`src/rtl/ddr3_gate_pkg.sv`:
```
package ddr3_gate_pkg;

    typedef enum logic [2:0] {
        CMD_ACT = 3'd0,
        CMD_RD  = 3'd1,
        CMD_WR  = 3'd2,
        CMD_PRE = 3'd3,
        CMD_CKE = 3'd4
    } gate_cmd_e;

    // Counter width: holds cwl(31) + 4 + twtr(15) = 50
    localparam int SPAN_W = 6;

    // Fixed offsets and clock floors
    localparam int WTR_OFFSET = 4;
    localparam int CAS_OFFSET = 4;
    localparam int RTP_FLOOR  = 4;
    localparam int RRD_FLOOR  = 4;
    localparam int CKE_FLOOR  = 3;

    // Rule slots inside a rank
    localparam int RULE_WTR  = 0;
    localparam int RULE_WRDR = 1;
    localparam int RULE_CCD  = 2;
    localparam int RULE_RTP  = 3;
    localparam int RULE_RRD  = 4;
    localparam int RULE_CKE  = 5;
    localparam int RULE_CNT  = 6;

    typedef logic [SPAN_W-1:0] span_t;
    typedef span_t [RULE_CNT-1:0] span_set_t;

    function automatic int floor_clamp(input int value, input int floor_v);
        return (value < floor_v) ? floor_v : value;
    endfunction

    // A spacing of N clocks is held by loading N-1 at issue
    function automatic span_t gap_load(input int gap);
        return (gap <= 1) ? span_t'(0) : span_t'(gap - 1);
    endfunction

endpackage

```
`src/rtl/gate_down_counter.sv`:
```
module gate_down_counter #(
    parameter int W = 6
) (
    input  logic         clk,
    input  logic         rst,
    input  logic         load,
    input  logic [W-1:0] load_val,
    output logic         idle
);
    logic [W-1:0] cnt;
    logic [W-1:0] dec;

    always_comb begin
        dec = (cnt == '0) ? '0 : cnt - W'(1);
    end

    always_ff @(posedge clk) begin
        if (rst)
            cnt <= '0;
        else if (load && (load_val > dec))
            cnt <= load_val;
        else
            cnt <= dec;
    end

    assign idle = (cnt == '0);

    // zero is a resting state without a load
    a_r11_saturates_at_zero: assert property (@(posedge clk) disable iff (rst)
        (idle && !load) |=> idle);

    // a nonzero load always leaves the counter running
    a_r11_load_holds_off: assert property (@(posedge clk) disable iff (rst)
        (load && (load_val != '0)) |=> !idle);

endmodule

```
`src/rtl/gate_rank_slot.sv`:
```
module gate_rank_slot
    import ddr3_gate_pkg::*;
(
    input  logic      clk,
    input  logic      rst,
    input  span_set_t spans,
    input  logic      hit_act,
    input  logic      hit_rd,
    input  logic      hit_wr,
    input  logic      hit_cke,
    input  logic      wr_same,
    input  logic      wr_other,
    output logic      ok_act,
    output logic      ok_rd,
    output logic      ok_wr,
    output logic      ok_pre,
    output logic      ok_cke,
    output logic      cke_lvl
);
    logic [RULE_CNT-1:0] trig;
    logic [RULE_CNT-1:0] idle;

    always_comb begin
        trig            = '0;
        trig[RULE_WTR]  = wr_same;
        trig[RULE_WRDR] = wr_other;
        trig[RULE_CCD]  = hit_rd | hit_wr;
        trig[RULE_RTP]  = hit_rd;
        trig[RULE_RRD]  = hit_act;
        trig[RULE_CKE]  = hit_cke;
    end

    for (genvar i = 0; i < RULE_CNT; i++) begin : g_rule
        gate_down_counter #(.W(SPAN_W)) u_cnt (
            .clk      (clk),
            .rst      (rst),
            .load     (trig[i]),
            .load_val (spans[i]),
            .idle     (idle[i])
        );
    end

    assign ok_rd  = idle[RULE_WTR] & idle[RULE_WRDR] & idle[RULE_CCD];
    assign ok_wr  = idle[RULE_CCD];
    assign ok_pre = idle[RULE_RTP];
    assign ok_act = idle[RULE_RRD];
    assign ok_cke = idle[RULE_CKE];

    always_ff @(posedge clk) begin
        if (rst)
            cke_lvl <= 1'b0;
        else if (hit_cke)
            cke_lvl <= ~cke_lvl;
    end

    // every CAS blocks the next CAS on this rank for at least 4 clocks
    a_r4_cas_blocks_cas: assert property (@(posedge clk) disable iff (rst)
        (hit_rd || hit_wr) |=> (!ok_rd && !ok_wr));

    // floor of 4 keeps precharge blocked right after a read
    a_r5_read_blocks_pre: assert property (@(posedge clk) disable iff (rst)
        hit_rd |=> !ok_pre);

    // floor of 4 keeps activate blocked right after an activate
    a_r6_act_blocks_act: assert property (@(posedge clk) disable iff (rst)
        hit_act |=> !ok_act);

    // toggle flips the level and starts the pulse-width lockout
    a_r7_level_flips: assert property (@(posedge clk) disable iff (rst)
        hit_cke |=> (cke_lvl != $past(cke_lvl)) && !ok_cke);

    // no toggle, no level change
    a_r10_level_stable: assert property (@(posedge clk) disable iff (rst)
        !hit_cke |=> $stable(cke_lvl));

endmodule

```
`src/rtl/ddr3_cmd_gate.sv`:
```
module ddr3_cmd_gate
    import ddr3_gate_pkg::*;
#(
    parameter int NUM_RANKS = 2,
    localparam int RANK_W   = (NUM_RANKS > 1) ? $clog2(NUM_RANKS) : 1
) (
    input  logic                 clk,
    input  logic                 rst,
    input  logic                 cmd_valid,
    input  logic [2:0]           cmd_kind,
    input  logic [RANK_W-1:0]    cmd_rank,
    input  logic [4:0]           cfg_cwl,
    input  logic [3:0]           cfg_twtr,
    input  logic [2:0]           cfg_twrdr_lo,
    input  logic [1:0]           cfg_twrdr_hi,
    input  logic [2:0]           cfg_tccd,
    input  logic [3:0]           cfg_trtp,
    input  logic [3:0]           cfg_trrd,
    input  logic [3:0]           cfg_tcke,
    input  logic                 cfg_rank_mult,
    output logic                 cmd_ready,
    output logic [NUM_RANKS-1:0] allow_act,
    output logic [NUM_RANKS-1:0] allow_rd,
    output logic [NUM_RANKS-1:0] allow_wr,
    output logic [NUM_RANKS-1:0] allow_pre,
    output logic [NUM_RANKS-1:0] allow_cke,
    output logic [NUM_RANKS-1:0] cke_level
);
    span_set_t spans;
    logic      rank_in_range;
    logic      fire;

    always_comb begin
        spans            = '0;
        spans[RULE_WTR]  = gap_load(int'(cfg_cwl) + WTR_OFFSET + int'(cfg_twtr));
        spans[RULE_WRDR] = gap_load(int'({cfg_twrdr_hi, cfg_twrdr_lo}));
        spans[RULE_CCD]  = gap_load(int'(cfg_tccd) + CAS_OFFSET);
        spans[RULE_RTP]  = gap_load(floor_clamp(int'(cfg_trtp), RTP_FLOOR));
        spans[RULE_RRD]  = gap_load(floor_clamp(int'(cfg_trrd), RRD_FLOOR));
        spans[RULE_CKE]  = gap_load(floor_clamp(int'(cfg_tcke), CKE_FLOOR));
    end

    assign rank_in_range = (int'(cmd_rank) < NUM_RANKS);

    always_comb begin
        cmd_ready = 1'b0;
        if (rank_in_range) begin
            case (cmd_kind)
                CMD_ACT: cmd_ready = allow_act[cmd_rank];
                CMD_RD:  cmd_ready = allow_rd[cmd_rank];
                CMD_WR:  cmd_ready = allow_wr[cmd_rank];
                CMD_PRE: cmd_ready = allow_pre[cmd_rank];
                CMD_CKE: cmd_ready = allow_cke[cmd_rank];
                default: cmd_ready = 1'b0;
            endcase
        end
    end

    assign fire = cmd_valid & cmd_ready;

    for (genvar r = 0; r < NUM_RANKS; r++) begin : g_rank
        logic here;
        logic fire_wr;
        assign here    = (int'(cmd_rank) == r);
        assign fire_wr = fire && (cmd_kind == CMD_WR);

        gate_rank_slot u_slot (
            .clk      (clk),
            .rst      (rst),
            .spans    (spans),
            .hit_act  (fire && (cmd_kind == CMD_ACT) && here),
            .hit_rd   (fire && (cmd_kind == CMD_RD)  && here),
            .hit_wr   (fire_wr && here),
            .hit_cke  (fire && (cmd_kind == CMD_CKE) && here),
            .wr_same  (fire_wr && (here || cfg_rank_mult)),
            .wr_other (fire_wr && !here && !cfg_rank_mult),
            .ok_act   (allow_act[r]),
            .ok_rd    (allow_rd[r]),
            .ok_wr    (allow_wr[r]),
            .ok_pre   (allow_pre[r]),
            .ok_cke   (allow_cke[r]),
            .cke_lvl  (cke_level[r])
        );
    end

    // undefined kind codes are never accepted
    a_r9_undefined_kind_idle: assert property (@(posedge clk) disable iff (rst)
        (cmd_kind > 3'd4) |-> !cmd_ready);

    // in rank multiplication a write blocks reads on every rank
    a_r8_mult_blocks_all_reads: assert property (@(posedge clk) disable iff (rst)
        (fire && (cmd_kind == CMD_WR) && cfg_rank_mult) |=> (allow_rd == '0));

    // a write blocks reads on its own rank on the next cycle
    a_r2_write_blocks_own_read: assert property (@(posedge clk) disable iff (rst)
        (fire && (cmd_kind == CMD_WR)) |=> !allow_rd[$past(cmd_rank)]);

    // flags and levels come out of reset in their idle state
    a_r1_reset_state: assert property (@(posedge clk)
        $past(rst) |-> (allow_act == '1 && allow_rd == '1 && allow_wr == '1 &&
                        allow_pre == '1 && allow_cke == '1 && cke_level == '0));

endmodule

```
`config.mk`:
```
export PLATFORM = sky130hd
export DESIGN_NAME = ddr3_cmd_gate
export DESIGN_NICKNAME = d
export VERILOG_FILES = /design/src/rtl/ddr3_gate_pkg.sv /design/src/rtl/gate_down_counter.sv /design/src/rtl/gate_rank_slot.sv /design/src/rtl/ddr3_cmd_gate.sv
export SDC_FILE = /design/constraint.sdc
export NUM_CORES = 1
export LEC_CHECK = 0
export ABC_AREA = 1
export ABC_CLOCK_PERIOD_IN_PS = 3050
export BUFFER_PORTS_ARGS = -buffer_cell sky130_fd_sc_hd__buf_2
export CAP_MARGIN = 20
export CORE_MARGIN = 4
export CORE_UTILIZATION = 45
export CTS_BUF_LIST = sky130_fd_sc_hd__clkbuf_16
export DETAILED_ROUTE_END_ITERATION = 16
export GPL_TIMING_DRIVEN = 0
export PLACE_DENSITY_LB_ADDON = 0.25
export SYNTH_ARGS = -nofsm -noshare
export SYNTH_HDL_FRONTEND = slang
export SYNTH_SLANG_ARGS = --single-unit
```
`constraint.sdc`:
```
create_clock -name clk -period 3.05 [get_ports clk]
set_input_delay 0 -clock clk [delete_from_list [all_inputs] [get_ports clk]]
set_output_delay 0 -clock clk [all_outputs]
set_load 0.02 [all_outputs]
```
### Word level (Yosys, flattened, before mapping)

Index checks and enable logic that the tools add are counted.

| word-level totals | value |
|---|---|
| register bits after elaboration | 74 |
| bits of input ports | 37 |
| output and inout port bits | 13 |
| word-level logic and storage cells | 161 |

| cells by class | value |
|---|---|
| add/subtract/negate cells | 21 |
| $lt $le $gt $ge | 22 |
| equality and inequality tests | 4 |
| muxes and demuxes | 44 |
| bitwise gates (word level) | 10 |
| reduce and logical (&&, ||, !) cells | 46 |

Operator list:

| operator | count |
|---|---|
| $mux 6 | 30 |
| $sub 6x1->6 const B | 13 |
| $gt 6x6->1 | 12 |
| $logic_not 6->1 | 12 |
| $logic_and 1x1->1 | 29 |
| $sub 4x1->5 const B | 4 |
| $le 4x1->1 const B | 4 |
| $mux 4 | 3 |
| $mux 1 | 10 |
| $lt 4x3->1 const B | 2 |
| $add 6x4->7 | 1 |
| $le 7x1->1 const B | 1 |
| $add 5x3->6 const B | 1 |
| $eq 3x2->1 const B | 2 |
| $sub 5x1->6 const B | 1 |
| $and 1x1->1 | 5 |
| $le 5x1->1 const B | 1 |
| $pmux 1 s5 | 1 |
| $add 3x3->4 const B | 1 |
| $lt 4x2->1 const B | 1 |
| $eq 3x1->1 const B | 1 |
| $eq 3x3->1 const B | 1 |
| $logic_not 3->1 | 1 |
| $not 1->1 | 3 |
| other kinds (4) | 7 |

### Longest topological paths before layout

| logic depth | value |
|---|---|
| depth after elaboration | 12 |
| depth in mapped cells | 23 |
| mapped depth without buffers | 22 |

### Hierarchy

Synthesis repeated with hierarchy kept, for this count alone.

| second synthesis, totals | value |
|---|---|
| cells, all modules | 1391 |
| area, all modules | 8552.0 um^2 |

Modules (own cells, without submodules):

| module | times used | cells an instance | area an instance (um^2) | seq. area each (um^2) |
|---|---|---|---|---|
| gate_down_counter at g_rank[0].u_slot.g_rule[0].u_cnt ... | 9 | 99 | 616.8 | 120.1 |
| gate_down_counter at g_rank[0].u_slot.g_rule[5].u_cnt ... | 2 | 99 | 623.1 | 120.1 |
| ddr3_cmd_gate | 1 | 187 | 1022.2 | 0.0 |
| gate_down_counter at g_rank[0].u_slot.g_rule[4].u_cnt | 1 | 99 | 629.4 | 120.1 |
| gate_rank_slot | 2 | 8 | 51.3 | 20.0 |

### Least setup slack after synthesis

No wires, ideal clock.

| timing path | value |
|---|---|
| path type | input -> register |
| from | input cfg_cwl[1] |
| to | register g_rank[1].u_slot.g_rule[0].u_cnt.cnt[0] |
| setup time | 0.115 ns |
| arrival time | 2.544 ns |
| required time | 2.935 ns |
| path slack | 0.391 ns |
| cell stages on the path | 18 |
| path buffers | 1 |
| cell sequence | ha_1 ha_1 fa_1 inv_1 nand2_1 nand2_1 nand3_1 nor2_1 nand2_2 o21ai_0 inv_1 ha_1 and3_1 nand3_1 nand2_1 buf_6 a21oi_1 nor2_1 |

| on the way | value |
|---|---|
| cells in the longest elaborated chain, start to end | 7 |
| elaborated cells between the ends (all ways) | 8 |
| those cells by class | 3 x add/sub; 2 x order compare; 2 x mux; 1 x reduce/logical |

RTL lines:

| item | line | RTL |
|---|---|---|
| from (decl) | ddr3_cmd_gate.sv:12 | `input logic [4:0] cfg_cwl,` |
| $add 5x3->6 (*) | ddr3_cmd_gate.sv:35 | `spans[RULE_WTR] = gap_load(int'(cfg_cwl) + WTR_OFFSET + int'(cfg_twtr));` |
| $add 6x4->7 (*) | ddr3_cmd_gate.sv:35 |  |
| $sub 6x1->6 or $le 7x1->1 (tied branches) | ddr3_gate_pkg.sv:39 | `return (gap <= 1) ? span_t'(0) : span_t'(gap - 1);` |
| $mux 6 (*) | ddr3_gate_pkg.sv:39 |  |
| $gt 6x6->1 | gate_down_counter.sv:20 | `else if (load && (load_val > dec))` |
| $logic_and 1x1->1 | gate_down_counter.sv:20 |  |
| $mux 6 (*) | gate_down_counter.sv:20 |  |
| to (signal assigned) | gate_down_counter.sv:21 | `cnt <= load_val;` |
| to (decl) | gate_down_counter.sv:10 | `logic [W-1:0] cnt;` |

Every way passes the cells marked *; elsewhere a longest branch is shown, timed or not.
A chain may end at the register's enable or synchronous reset.

### Worst setup path in the final report

| timing path | value |
|---|---|
| from | input cfg_cwl[1] |
| to | register g_rank[1].u_slot.g_rule[0].u_cnt.cnt[3] |

The elaborated chain is that of the path after synthesis.

==> results.cfg <==
[outcome]
status = completed

[layout]
nets = 1244
n_fill_cell = 1501
diodes = 0
area_delta_synth_final_pct = 11.5
final_area_um2 = 7660
drive_gt1_share_pct = 12.7
instances_no_fill = 1297

[placed_design]
hpwl_um = 12600
port_buffers = 48
dpl-instance-area_um2 = 7390
place.gp.congestion = 0.815
dp.cells = 1282

[yosys]
yosysTopAreaCell = dfxtp_1
ys_warn_count = 0
synth_top_family_by_area = simple AND/OR/NAND/NOR gates
synth.area.mux_share_pct = 0
synthArstFlopShare_pct = 0
synthSimpleGateAreaFrac_pct = 30.9
synthAdderAreaFrac_pct = 17.9
netlist_top_cells_count = inv_1, nand2_1, nor2_1
syn_area_um2 = 6870
synth_cell_types = 51
synth-edff-count = 0
synth_compound_area_share_pct = 14.2
ys.flop_type = dfxtp_1
synth_top_cells_by_area = dfxtp_1, ha_1, inv_1
yosysMostFrequentCell = inv_1
ys_seq_elements = 74
ys_seq_area_share_pct = 21.6
synthCells = 1039
avgSynthCellArea_um2 = 6.62
yosysTopAreaCellShare_pct = 21.6
synth-xor-area-share_pct = 1.53

[critical_path]
critPathLaunch = cfg_cwl[1]
critPathArrivalTime_ps = 2990
worst_ep_required_time_ps = 3290
cp-end-kind = register
reg2reg_from = g_rank[1].u_slot.g_rule[5].u_cnt.cnt[0]$_SDFF_PP0_
critPathLaunchType = input pin
worstPathMaxFanout = 10
crit_type = input pin to register

[grt]
antenna_found_initial = 0
met3_usage_pct = 4.32
grt_pass1_vias = 6027
track_usage_pct = 17.9
busiest_layer = met2
grt-ovfl-total = 0
met2_usage_pct = 31.7
grt_pass1_wl_um = 26300
grt_max_degree = 12
met1_usage_pct = 21.9

[timing]
rsz0062_at_grt = false
setup_viol = 0
fmax_ghz = 0.363
hold_viol_final = 0
period_share_pct = 90.2
drv_slew = 0
period_minus_slack_ps = 2750
worst_pin_slew_ps = 704
fin_skew_ps = 7.17
relSlewSlack_pct = 53.1

[clocking]
postCtsSetupRepairBufs = 0
clock_sinks = 74
root_buffer = clkbuf_16
cts_tree = done
htreeDepth = 3
clk_path_buf_depth = 2
insertion_delay_ps = 340
cts.clk_slew.worst_paths_ps = 60
cts_buffers = 9
postCtsHoldBufs = 0

[die]
initial_core_util_pct = 46.6
fp.dieW_um = 132
dieArea_um2 = 17300
coreArea_um2 = 14800
rows = 44
dieHeight_um = 132
ios = 50

[pwr]
powerDensity_nw_per_um2 = 1180
p_leak_uw = 0.00408
ir_drop_mv = 0.586

[routing]
vias_per_cell = 4.99
wire_per_inst_um = 11.9
dr.pass1.iters = 5
drt_iter0_drc = 326
via_count = 6477
drc_errors = 0
ant_nets = 0
totalWireLength_um = 15400

[job]
drv_cap = 0

[min_path]
min_from = cfg_tccd[0]
hp-class = input pin to register
==> kinds of logic (layout without fill, tap and decap cells) <==
family,Yosys count,after routing
other,1,12
AND/OR/NAND/NOR,448,448
XOR/XNOR,12,12
flip-flops,74,74
buffers and inverters,233,296
AO/OA/AOI/OAI,173,173
adder cells (fa/ha/maj),98,98
==> repair_timing <==
action                                  4_1_cts  5_1_grt
endpoints found under the setup margin        0        4
hold endpoints to repair                      0        0
gates resized for setup                       0        1
==> layout by cell type (no fill, tap or decap), types with 7 or more instances in the layout <==
master	n
a21oi_1	93
a31oi_1	12
buf_2	53
buf_4	14
clkbuf_16	9
conb_1	12
dfxtp_1	74
ha_1	97
inv_1	196
inv_2	8
nand2_1	159
nand3_1	70
nand4_1	25
nor2_1	118
nor2_2	13
nor2_4	7
nor3_1	23
o21ai_0	26
o21ai_1	12
or2_2	9
xor2_1	10
==> critical path, stage by stage <==
cell	delay [ps]
buf_2	100
ha_1	280
ha_1	230
fa_1	410
inv_1	70
nand2_1	40
nand2_1	120
nand3_1	80
nor2_1	130
nand2_2	140
o21ai_1	250
inv_1	120
ha_1	330
and3_1	180
nand3_1	70
nand2_1	90
buf_6	150
a21oi_1	120
nor2_1	60
==> where the power goes <==
group / internal, uW / switching [uW]
combinational: 2480 / 3900
sequential: 1370 / 246
clock: 617 / 406
total: 4460 / 4550
==> sequential cells by signal, summed over array words and instances, names as in the netlist <==
register	flops
g_rank.u_slot.g_rule.u_cnt.cnt	72
g_rank.u_slot.cke_lvl	2
==> layer usage <==
| metal | vias up | wire (um) |
|---|---|---|
| met5 | - | 0 |
| met4 | 0 | 248 |
| met3 | 17 | 582 |
| met2 | 86 | 7170 |
| met1 | 2861 | 7380 |
| li1 | 3513 | - |
==> area by class of cell <==
| cell class | count | area [um^2] | area share (%) |
|---|---|---|---|
| Buffer | 29 | 183 | 2.38 |
| Timing Repair Buffer | 48 | 240 | 3.14 |
| Sequential cell | 74 | 1480 | 19.3 |
| Clock inverter | 6 | 51.3 | 0.669 |
| Clock buffer | 9 | 225 | 2.94 |
| Inverter | 204 | 768 | 10.0 |
| Multi-Input combinational cell | 743 | 4480 | 58.5 |
| Tap cell | 184 | 230 | 3.00 |
==> stage by stage <==
stage	total power (uW)	utilization [%]	hold slack (ps)	setup WS, ps	TNS [ps]
6_report	9010	51.9	9.31	298	0
2_1_floorplan	6700	-	183	391	0
5_1_grt	10200	51.9	39.6	22.8	0
3_5_place_dp	7980	50.1	370	-78.7	-745
3_3_place_gp	7850	50.1	369	-55.8	-506
4_1_cts	9070	51.9	4.34	269	0
==> path summary, 6_finish.rpt <==
check / end / slack [ps] / cells past startpoint
max: g_rank[1].u_slot.g_rule[0].u_cnt.cnt[3]$_SDFF_PP0_ / 300 / 19
min: g_rank[1].u_slot.g_rule[2].u_cnt.cnt[0]$_SDFF_PP0_ / 9 / 4
max reg2reg: g_rank[1].u_slot.g_rule[5].u_cnt.cnt[1]$_SDFF_PP0_ / 300 / 16
min reg2reg: g_rank[0].u_slot.cke_lvl$_SDFFE_PP0P_ / 520 / 2
Note: power is estimated with default switching activity, not from simulation.
